File: src/rtl/updn_timer_pkg.sv
package updn_timer_pkg;

    typedef enum logic [1:0] {
        SEL_COUNT  = 2'd0,
        SEL_RELOAD = 2'd1,
        SEL_CTRL   = 2'd2,
        SEL_NONE   = 2'd3
    } reg_sel_e;

    localparam int CTL_RUN   = 0;
    localparam int CTL_DIREN = 1;
    localparam int CTL_FLAG  = 2;
    localparam int CTL_WRAP  = 3;
    localparam int CTL_BITS  = 4;

    typedef struct packed {
        logic run;
        logic dir_en;
    } ctrl_t;

    typedef struct packed {
        logic advance;
        logic up;
    } step_req_t;

    function automatic logic step_is_up(input logic dir_en, input logic dir_in);
        return !dir_en || dir_in;
    endfunction

endpackage

File: src/rtl/updn_ctrl_reg.sv
module updn_ctrl_reg
    import updn_timer_pkg::*;
(
    input  logic                clk,
    input  logic                rst,
    input  logic                wr_ctrl,
    input  logic [CTL_BITS-1:0] wr_bits,
    output ctrl_t               ctrl_q
);
    always_ff @(posedge clk) begin
        if (rst) begin
            ctrl_q <= '0;
        end else if (wr_ctrl) begin
            ctrl_q.run    <= wr_bits[CTL_RUN];
            ctrl_q.dir_en <= wr_bits[CTL_DIREN];
        end
    end
endmodule

File: src/rtl/updn_count_path.sv
module updn_count_path
    import updn_timer_pkg::*;
#(
    parameter int WIDTH = 16
) (
    input  logic             clk,
    input  logic             rst,
    input  step_req_t        req,
    input  logic             wr_count,
    input  logic             wr_reload,
    input  logic [WIDTH-1:0] wr_data,
    output logic [WIDTH-1:0] count_q,
    output logic [WIDTH-1:0] reload_q,
    output logic             wrap
);
    localparam logic [WIDTH-1:0] ALL_ONES = {WIDTH{1'b1}};
    localparam logic [WIDTH-1:0] ONE      = WIDTH'(1);

    logic             at_top;
    logic             at_floor;
    logic [WIDTH-1:0] step_val;
    logic [WIDTH-1:0] count_d;

    always_comb begin
        at_top   = (count_q == ALL_ONES);
        at_floor = (count_q == reload_q);
        if (req.up) begin
            step_val = at_top ? reload_q : count_q + ONE;
        end else begin
            step_val = at_floor ? ALL_ONES : count_q - ONE;
        end
        wrap = req.advance && !wr_count && (req.up ? at_top : at_floor);
        if (wr_count) begin
            count_d = wr_data;
        end else if (req.advance) begin
            count_d = step_val;
        end else begin
            count_d = count_q;
        end
    end

    always_ff @(posedge clk) begin
        if (rst) begin
            count_q  <= '0;
            reload_q <= '0;
        end else begin
            count_q <= count_d;
            if (wr_reload) begin
                reload_q <= wr_data;
            end
        end
    end
endmodule

File: src/rtl/updn_flag_reg.sv
module updn_flag_reg
    import updn_timer_pkg::*;
(
    input  logic clk,
    input  logic rst,
    input  logic wrap,
    input  logic wr_ctrl,
    input  logic flag_wr,
    input  logic wrap_wr,
    output logic flag_q,
    output logic wrap_bit_q,
    output logic pulse_q
);
    always_ff @(posedge clk) begin
        if (rst) begin
            flag_q     <= 1'b0;
            wrap_bit_q <= 1'b0;
            pulse_q    <= 1'b0;
        end else begin
            pulse_q <= wrap;
            if (wr_ctrl) begin
                flag_q     <= flag_wr;
                wrap_bit_q <= wrap_wr;
            end else if (wrap) begin
                flag_q     <= 1'b1;
                wrap_bit_q <= !wrap_bit_q;
            end
        end
    end
endmodule

File: src/rtl/updn_reload_timer.sv
module updn_reload_timer
    import updn_timer_pkg::*;
#(
    parameter int WIDTH = 16
) (
    input  logic             clk,
    input  logic             rst,
    input  logic             tick_i,
    input  logic             dir_i,
    input  logic             wr_en_i,
    input  logic [1:0]       wr_sel_i,
    input  logic [WIDTH-1:0] wr_data_i,
    output logic [WIDTH-1:0] count_o,
    output logic [WIDTH-1:0] reload_o,
    output logic             run_o,
    output logic             dir_en_o,
    output logic             flag_o,
    output logic             wrap_bit_o,
    output logic             wrap_pulse_o
);
    reg_sel_e  sel;
    logic      wr_count, wr_reload, wr_ctrl;
    ctrl_t     ctrl;
    step_req_t req;
    logic      wrap;

    always_comb begin
        sel         = reg_sel_e'(wr_sel_i);
        wr_count    = wr_en_i && (sel == SEL_COUNT);
        wr_reload   = wr_en_i && (sel == SEL_RELOAD);
        wr_ctrl     = wr_en_i && (sel == SEL_CTRL);
        req.advance = ctrl.run && tick_i;
        req.up      = step_is_up(ctrl.dir_en, dir_i);
    end

    updn_ctrl_reg u_ctrl (
        .clk     (clk),
        .rst     (rst),
        .wr_ctrl (wr_ctrl),
        .wr_bits (wr_data_i[CTL_BITS-1:0]),
        .ctrl_q  (ctrl)
    );

    updn_count_path #(.WIDTH(WIDTH)) u_path (
        .clk       (clk),
        .rst       (rst),
        .req       (req),
        .wr_count  (wr_count),
        .wr_reload (wr_reload),
        .wr_data   (wr_data_i),
        .count_q   (count_o),
        .reload_q  (reload_o),
        .wrap      (wrap)
    );

    updn_flag_reg u_flags (
        .clk        (clk),
        .rst        (rst),
        .wrap       (wrap),
        .wr_ctrl    (wr_ctrl),
        .flag_wr    (wr_data_i[CTL_FLAG]),
        .wrap_wr    (wr_data_i[CTL_WRAP]),
        .flag_q     (flag_o),
        .wrap_bit_q (wrap_bit_o),
        .pulse_q    (wrap_pulse_o)
    );

    assign run_o    = ctrl.run;
    assign dir_en_o = ctrl.dir_en;
endmodule

File: config.mk
export PLATFORM = sky130hd
export DESIGN_NAME = updn_reload_timer
export DESIGN_NICKNAME = d
export VERILOG_FILES = /design/src/rtl/updn_timer_pkg.sv /design/src/rtl/updn_ctrl_reg.sv /design/src/rtl/updn_count_path.sv /design/src/rtl/updn_flag_reg.sv /design/src/rtl/updn_reload_timer.sv
export SDC_FILE = /design/constraint.sdc
export NUM_CORES = 1
export LEC_CHECK = 0
export BUFFER_PORTS_ARGS = -buffer_cell sky130_fd_sc_hd__buf_2
export CORE_MARGIN = 2
export CORE_UTILIZATION = 58
export DETAILED_ROUTE_END_ITERATION = 8
export GPL_TIMING_DRIVEN = 1
export PLACE_DENSITY = 0.89
export SLEW_MARGIN = 30
export SYNTH_ARGS = -nofsm -noshare
export SYNTH_HDL_FRONTEND = slang
export SYNTH_SLANG_ARGS = --single-unit
export TNS_END_PERCENT = 20
File: constraint.sdc
create_clock -name clk -period 4.9 [get_ports clk]
set_input_delay 0.98 -clock clk [delete_from_list [all_inputs] [get_ports clk]]
set_output_delay 0.98 -clock clk [all_outputs]
set_load 0.01 [all_outputs]
==> flow_summary.toml, run 1 <==
[sta]
tns_ps = 0
tightest_slew_ps = 931
post-route-period-util = 0.599
drv_slew = 0
min_period_ps = 2930
finalHoldViolCount = 0
timing.fmax_mhz = 341
final-setup-viol-count = 0
fin_worst_skew_ps = 5.40
hold_slack_ps = 506
rsz0062_at_grt = "false"
relSlewSlack = 0.378
worst_slack_ps = 1970

[clocking]
insertion_delay_ps = 300
cts-hold-fix-buffers = 0
post_cts_buffers = 0
clock_sinks = 37
clockBufferDepth = 2
clk_pin_slew_ps = 80
numCtsBuffers = 5
root_buffer = "clkbuf_8"
cts_max_level = 2
cts_tree = "done"
ctsResizeCount = 0

[routing]
via_per_inst = 6.69
drt_pass1_iterations = 5
vias = 2915
postRouteAntennaNets = 0
drt-initial-drc-count = 346
wl_per_cell_um = 18.1
drt_wl_total_um = 7870
drc = 0

[die]
io_pins = 60
rows = 24
core_um2 = 4290
dieHeight_um = 70.5
fp.dieW_um = 70.5
dieArea_um2 = 4960
initial_core_util = 0.596

[logic_synthesis]
syn_nets = 370
yosys.area.top_type = "dfxtp_1"
yosysUniqueCellTypes = 55
synth.cell_area_um2 = 2560
synth_ff_type = "dfxtp_1"
yosys_register_bits = 37
synth_edf_count = 0
synth-async-reset-ratio = 0
seq_area_frac_synth = 0.289
netlist.area_leader.share = 0.289
ys_top_cells_by_area = "dfxtp_1 29%, xor2_1 8.9%, nand2_1 7.2%"
postSynthAreaPerCell_um2 = 7.42
synthCells = 345
ys_warn_count = 0

[worst_setup_path]
crit_slowest_cell = "o31ai_1"
ff2ff_path_depth = 6
cp_slowest_stage_delay_ps = 860
crit_end = "u_path.count_q[7]"
crit_family = "compound AO/OA/AOI/OAI gates"
crit_chain = "and4_1, nand4_2, o31ai_1, nor2_1, a2111oi_0, nor4_1"
endpoint_kind = "flip-flop"
required_ps = 5050
crit_buf_inv = 0
reg2reg_setup_slack_ps = 1970
r2r_end = "u_path.count_q[7]"
crit_type = "flip-flop to flip-flop"
crit_path_start_kind = "flip-flop"
rr_startpoint = "u_path.count_q[2]"
cp.depth = 6
crit_fanout = 13
cp.arrival_ps = 3080
cp-startpoint = "u_path.count_q[2]"

[grt]
grt_antenna_before_repair = 0
grt_usage = 0.317
first_global_vias = 2621
grt_max_degree = 40
grt_pass1_wl_um = 12700
overflow = 0

[hold_path]
hp-class = "flip-flop to flip-flop"

[placement]
placed_cells = 428
dp_slack_ps = 2010
portBuffers = 59
placed_area_um2 = 2810
gp_congestion = 0.955
place_hpwl_um = 5180

[run]
max-cap-violations = 0

[cells_and_area]
stdcell_count = 436
syn_to_final_growth_pct = 14.6
design_area_um2 = 2930
fillers = 361
fin_nets = 408
post-route-util = 0.683
layout_commonest_cell = "buf_2"
final_cell_mix = "59 x buf_2, 49 x nand2_1, 37 x dfxtp_1"
diodes = 0
drive_gt1_frac = 0.206

[run_status]
outcome = "complete, no violations"

[power]
p_leak_nw = 1.30
ir_worst_vdd_v = 0.000193
power_mw = 0.797
powerDensity_nw_per_um2 = 272
==> cells in the mapped netlist (2+ instances only) <==
cell / instances
dfxtp_1: 37
xnor2_1: 10
nor3_1: 12
nand4_1: 2
a2111oi_0: 4
buf_2: 5
o31ai_1: 5
nor4_1: 14
xor2_1: 26
and4_1: 3
or4_4: 3
o21ai_1: 4
nor2_1: 29
mux2i_1: 3
nand3_1: 13
a211oi_2: 2
inv_1: 4
a22o_1: 2
ha_1: 2
nand2b_1: 3
and3_1: 9
a31oi_1: 3
nor3b_1: 2
nor2b_1: 4
nand2_1: 49
a211oi_1: 5
o21ai_0: 7
clkbuf_1: 22
o22ai_1: 6
a21oi_1: 30
==> routing by layer <==
metal | up-vias | track usage | share of wire
met5 | - | 0 | 0
met2 | 213 | 0.493 | 0.45
met3 | 44 | 0.0678 | 0.10
met1 | 1350 | 0.416 | 0.41
li1 | 1308 | - | -
met4 | 0 | 0.150 | 0.037
==> report_power, final <==
part,switching (mW),internal (mW)
registers,0.0286,0.313
clock network,0.124,0.166
logic,0.0951,0.0705
total,0.248,0.549
==> registers in the layout, indices dropped and copies added (netlist names) <==
| name | cells |
|---|---|
| u_flags.pulse_q | 1 |
| u_path.reload_q | 16 |
| u_flags.flag_q | 1 |
| u_path.count_q | 16 |
| u_ctrl.ctrl_q | 2 |
| u_flags.wrap_bit_q | 1 |
==> kinds of logic after synthesis <==
kind of cell             count (synthesis)  synth area share
AND/OR/NAND/NOR                        152             0.304
AO/OA/AOI/OAI                           80             0.201
flip-flops                              37             0.289
XOR/XNOR                                36             0.123
buffers and inverters                   34            0.0567
multiplexers                             4            0.0161
adder cells (fa/ha/maj)                  2           0.00977
==> worst min path at each step <==
| stage | start | endpoint | slack [ps] | cells after the start |
|---|---|---|---|---|
| 2_1_floorplan | u_path.reload_q[15] | u_path.reload_q[15] | 510 | 2 |
| 3_3_place_gp | u_path.reload_q[12] | u_path.reload_q[12] | 490 | 2 |
| 3_5_place_dp | u_path.reload_q[12] | u_path.reload_q[12] | 500 | 2 |
| 4_1_cts | u_path.reload_q[12] | u_path.reload_q[12] | 510 | 2 |
| 5_1_grt | u_path.reload_q[5] | u_path.reload_q[5] | 530 | 2 |
| 6_report | u_path.reload_q[5] | u_path.reload_q[5] | 510 | 2 |
==> tightest hold or removal path: stages (launching register included) <==
cell,delay (ps)
dfxtp_1,340
nand2_1,60
a21oi_1,60
==> area by class of cell <==
class,count,area [um^2],area share
clock buffer,6,82.6,0.0281
clock inverter,2,37.5,0.0128
inverter,4,15.0,0.00512
multi-input combinational,274,1680,0.574
sequential,37,741,0.252
tap,52,65.1,0.0222
timing repair buffer,61,310,0.106
Power figures use the tool's default switching activity.
==> run 2: changes to the inputs <==
--- a/config.mk
+++ b/config.mk
@@ -7,10 +7,10 @@
 export LEC_CHECK = 0
 export BUFFER_PORTS_ARGS = -buffer_cell sky130_fd_sc_hd__buf_2
 export CORE_MARGIN = 2
-export CORE_UTILIZATION = 58
+export CORE_UTILIZATION = 49
 export DETAILED_ROUTE_END_ITERATION = 8
 export GPL_TIMING_DRIVEN = 1
-export PLACE_DENSITY = 0.89
+export PLACE_DENSITY = 0.81
 export SLEW_MARGIN = 30
 export SYNTH_ARGS = -nofsm -noshare
 export SYNTH_HDL_FRONTEND = slang
==> constraint.sdc (replaced) <==
create_clock -name clk -period 2.6 [get_ports clk]
set_input_delay 0.52 -clock clk [delete_from_list [all_inputs] [get_ports clk]]
set_output_delay 0.52 -clock clk [all_outputs]
set_load 0.01 [all_outputs]
==> run 2 against run 1 <==
Design area rose by 6.5%; first-iteration DRC count down 30%; sequential power increased by 83%; sequential share of layout area shrank 1.5 points; cell count grew 9.4%; clock power rose by 80%; clock-buffer cell count grew 1; critical path depth grew 2; worst hold slack lost 33 ps; critical endpoint is now u_path.count_q[10].
==> flow_summary.toml, run 2 (synthesis gave the netlist of run 1 again) <==
[routing]
drt_pass1_iterations = 6
postRouteAntennaNets = 0
drc = 0
via_per_inst = 6.03
wl_per_cell_um = 16.5
drt_wl_total_um = 7890
vias = 2876
drt-initial-drc-count = 242

[sta]
final-setup-viol-count = 0
drv_slew = 0
tightest_slew_ps = 581
finalHoldViolCount = 0
relSlewSlack = 0.612
timing.fmax_mhz = 413
hold_slack_ps = 473
worst_slack_ps = 177
tns_ps = 0
fin_worst_skew_ps = 5.96
rsz0062_at_grt = "false"
post-route-period-util = 0.932
min_period_ps = 2420

[power]
ir_worst_vdd_v = 0.000209
powerDensity_nw_per_um2 = 480
p_leak_nw = 1.42
power_mw = 1.50

[grt]
grt_pass1_wl_um = 13200
first_global_vias = 2732
busiest_layer = "met2"
overflow = 0
grt_usage = 0.273
use_met3 = 0.0403
grt.met2_usage = 0.462
grt_max_degree = 33
grt_use_met1 = 0.351
grt_antenna_before_repair = 0

[hold_path]
hold_end = "u_path.reload_q[6]"
min_delay_path_depth = 3
hp-class = "input pin to flip-flop"
hp-start = "wr_data_i[6]"

[clocking]
clk_pin_slew_ps = 70
cts_tree = "done"
insertion_delay_ps = 290
clockBufferDepth = 2
post_cts_buffers = 0
root_buffer = "clkbuf_8"
numCtsBuffers = 5
cts-hold-fix-buffers = 0
clock_sinks = 37
cts_max_level = 2

[cells_and_area]
post-route-util = 0.616
diodes = 0
design_area_um2 = 3120
stdcell_count = 477
drive_gt1_frac = 0.246
final_cell_mix = "59 x buf_2, 49 x nand2_1, 37 x dfxtp_1"
largestRegisters = "u_path.count_q: 16 flops, u_path.reload_q: 16 flops, u_ctrl.ctrl_q: 2 flops"
layout_commonest_cell = "buf_2"
fin_nets = 431
syn_to_final_growth_pct = 22.0

[run_status]
outcome = "complete, no violations"

[placement]
gp_congestion = 0.922
dp_slack_ps = 197
portBuffers = 59
placed_cells = 469
place_hpwl_um = 5700
placed_area_um2 = 3010

[worst_setup_path]
reg2reg_setup_slack_ps = 180
crit_fanout = 4
ff2ff_path_depth = 8
crit_path_start_kind = "flip-flop"
r2r_end = "u_path.count_q[10]"
cp.arrival_ps = 2590
crit_type = "flip-flop to flip-flop"
rr_startpoint = "u_path.count_q[0]"
required_ps = 2770
endpoint_kind = "flip-flop"

[die]
initial_core_util = 0.505
fp.dieW_um = 76.3
core_um2 = 5070
dieHeight_um = 76.3
dieArea_um2 = 5820
rows = 26
io_pins = 60

[run]
max-cap-violations = 0
## run 2: changes by cell type in the layout (fill, tap and decap cells not counted), sizes merged
cell      previous run  this run
clkbuf               6         7
buf                 61        84
clkinvlp             1         0
## run 2: worst max path at each step
stage,start,end,slack (ps),cells after the start
after floorplan,u_path.count_q[0],u_path.count_q[10],130,9
after global placement,u_path.count_q[0],u_path.count_q[10],300,8
after detailed placement,u_path.count_q[0],u_path.count_q[10],200,8
after CTS,u_path.count_q[0],u_path.count_q[10],190,8
after global routing,u_path.count_q[0],u_path.count_q[10],7,8
final,u_path.count_q[0],u_path.count_q[10],180,8
## run 2: power breakdown
group          leakage, nW  internal [mW]  switching, mW
clock               0.0585          0.313          0.208
combinational         1.06          0.154          0.201
sequential           0.301          0.590         0.0336
total                 1.42           1.06          0.443
## run 2: what timing repair did
item,4_1_cts,5_1_grt
endpoints found under the setup margin,0,1
hold endpoints to repair,0,0
resized for setup,0,1
## run 2: worst max-delay path, cell delays in order, from the launching register on
cell,delay [ps]
dfxtp_1,310
inv_1,80
ha_1,210
or4b_1,520
or3_1,410
o22ai_1,210
xor2_1,100
a2111oi_1,350
nor4_1,110
## run 2: layer usage
| metal | wire, um | up-vias |
|---|---|---|
| li1 | - | 1362 |
| met1 | 3360 | 1342 |
| met2 | 3730 | 143 |
| met3 | 553 | 29 |
| met4 | 242 | 0 |
| met5 | 0 | - |
## run 2: final cells by class
| cell class | count | area, um^2 |
|---|---|---|
| fillers | 471 | 1950 |
| multi-input cells | 274 | 1680 |
| flip-flops and latches | 37 | 741 |
| repair buffers | 84 | 483 |
| well taps | 70 | 87.6 |
| clock buffers | 7 | 86.3 |
| clock inverters | 1 | 30.0 |
| inverters | 4 | 15.0 |
==> run 3: changes to the inputs <==
--- a/config.mk
+++ b/config.mk
@@ -5,12 +5,13 @@
 export SDC_FILE = /design/constraint.sdc
 export NUM_CORES = 1
 export LEC_CHECK = 0
-export BUFFER_PORTS_ARGS = -buffer_cell sky130_fd_sc_hd__buf_2
+export BUFFER_PORTS_ARGS = -buffer_cell sky130_fd_sc_hd__buf_4
 export CORE_MARGIN = 2
 export CORE_UTILIZATION = 49
 export DETAILED_ROUTE_END_ITERATION = 8
 export GPL_TIMING_DRIVEN = 1
 export PLACE_DENSITY = 0.81
+export REMOVE_ABC_BUFFERS = 1
 export SLEW_MARGIN = 30
 export SYNTH_ARGS = -nofsm -noshare
 export SYNTH_HDL_FRONTEND = slang
==> run 3 against run 2 <==
Setup slack improved by 4.1 ps; cell count did not move; design area rose by 4.2%; sequential cell count did not move; routed wire length rose by 3.5%; combinational power rose by 9.9%; worst hold slack got worse by 4.4 ps; sequential power fell by 1%; largest cell class unchanged.
==> flow_summary.toml, run 3 (synthesis gave the netlist of run 1 again) <==
[run_status]
outcome = "complete, no violations"

[grt]
overflow = 0
grt_usage = 0.284
first_global_vias = 2681
grt_max_degree = 40
grt_antenna_before_repair = 0
grt_pass1_wl_um = 13500

[sta]
relSlewSlack = 0.593
rsz0062_at_grt = "false"
worst_slack_ps = 181
drv_slew = 0
timing.fmax_mhz = 413
min_period_ps = 2420
post-route-period-util = 0.930
fin_worst_skew_ps = 7.24
finalHoldViolCount = 0
tightest_slew_ps = 609
hold_slack_ps = 469
final-setup-viol-count = 0

[worst_setup_path]
cp.depth = 8
cp-startpoint = "u_path.count_q[1]"
crit_end = "u_path.count_q[10]"
crit_chain = "inv_1, ha_1, or4b_1, or3_1, o22ai_1, xor2_1, a2111oi_1, nor4_1"
cp_slowest_stage_delay_ps = 520
crit_buf_inv = 1
required_ps = 2770
crit_path_start_kind = "flip-flop"
endpoint_kind = "flip-flop"
reg2reg_setup_slack_ps = 180
ff2ff_path_depth = 8
crit_family = "simple AND/OR/NAND/NOR gates"
crit_type = "flip-flop to flip-flop"
crit_slowest_cell = "or4b_1"
rr_startpoint = "u_path.count_q[1]"
cp.arrival_ps = 2590
crit_fanout = 4
r2r_end = "u_path.count_q[10]"

[routing]
drt-initial-drc-count = 287
drt_pass1_iterations = 5
via_per_inst = 6.04
postRouteAntennaNets = 0
vias = 2880
drt_wl_total_um = 8160
drc = 0
wl_per_cell_um = 17.1

[placement]
gp_congestion = 0.960
placed_area_um2 = 3150
place_hpwl_um = 5710
placed_cells = 469
portBuffers = 59
dp_slack_ps = 202

[power]
ir_worst_vdd_v = 0.000227
p_leak_nw = 1.43
powerDensity_nw_per_um2 = 452

[die]
fp.dieW_um = 76.3
rows = 26
io_pins = 60
dieArea_um2 = 5820
core_um2 = 5070
dieHeight_um = 76.3
initial_core_util = 0.505

[clocking]
cts-hold-fix-buffers = 0
post_cts_buffers = 0
numCtsBuffers = 5
clock_sinks = 37
root_buffer = "clkbuf_8"
clk_pin_slew_ps = 80
cts_tree = "done"
cts_max_level = 2
clockBufferDepth = 2
insertion_delay_ps = 300

[cells_and_area]
diodes = 0
largestRegisters = "u_path.count_q: 16 flops, u_path.reload_q: 16 flops, u_ctrl.ctrl_q: 2 flops"
design_area_um2 = 3260
post-route-util = 0.642
syn_to_final_growth_pct = 27.2
drive_gt1_frac = 0.248
stdcell_count = 477
final_cell_mix = "84 x buf_4, 49 x nand2_1, 37 x dfxtp_1"
layout_commonest_cell = "buf_4"
fin_nets = 431
fillers = 474

[hold_path]
hp-start = "wr_data_i[15]"
hp-class = "input pin to flip-flop"

[run]
max-cap-violations = 0
## run 3: cell count changes in the layout (fill, tap and decap cells not counted), sizes merged
cell,delta
bufinv,-1
clkinv,+1
## run 3: how the worst min path moves through the flow
stage                           to  cells after the start
4_1_cts         u_path.reload_q[6]                      3
6_report       u_path.reload_q[15]                      3
3_3_place_gp   u_path.reload_q[12]                      2
3_5_place_dp    u_path.reload_q[5]                      2
5_1_grt        u_path.reload_q[12]                      3
2_1_floorplan  u_path.reload_q[15]                      2
## run 3: stage by stage
step           power [mW]  setup TNS [ps]
2_1_floorplan       0.845            -380
3_5_place_dp         1.01               0
4_1_cts              1.47               0
6_report             1.47               0
5_1_grt              1.54               0
3_3_place_gp         1.00               0
## run 3: power by group
group,internal (mW),switching (mW)
combinational,0.178,0.212
sequential,0.590,0.0272
clock,0.240,0.226
## run 3: per-layer routing
layer	track usage	vias up	share of wire
li1	-	1358	-
met2	0.468	154	0.48
met5	0	-	0
met4	0.0873	0	0.013
met1	0.380	1356	0.42
met3	0.0498	12	0.082
## run 3: cell type report
cell class	count	area [um^2]	share of cell area
multi-input cells	274	1680	0.516
flip-flops and latches	37	741	0.227
repair buffers	84	631	0.194
clock buffers	7	96.3	0.0296
well taps	70	87.6	0.0269
inverters	4	15.0	0.00461
clock inverters	1	5.00	0.00154
## run 3: worst min-delay path, delay by kind of cell
| family | cells | cell delay [ps] |
|---|---|---|
| and+or+nand+nor | 1 | 50 |
| AOI/OAI and AO/OA | 1 | 50 |
| buffers and inverters | 1 | 110 |
## run 3: what timing repair did
item,4_1_cts,5_1_grt
endpoints found under the hold margin,0,0
resized for setup,0,1
setup endpoints to repair,0,1
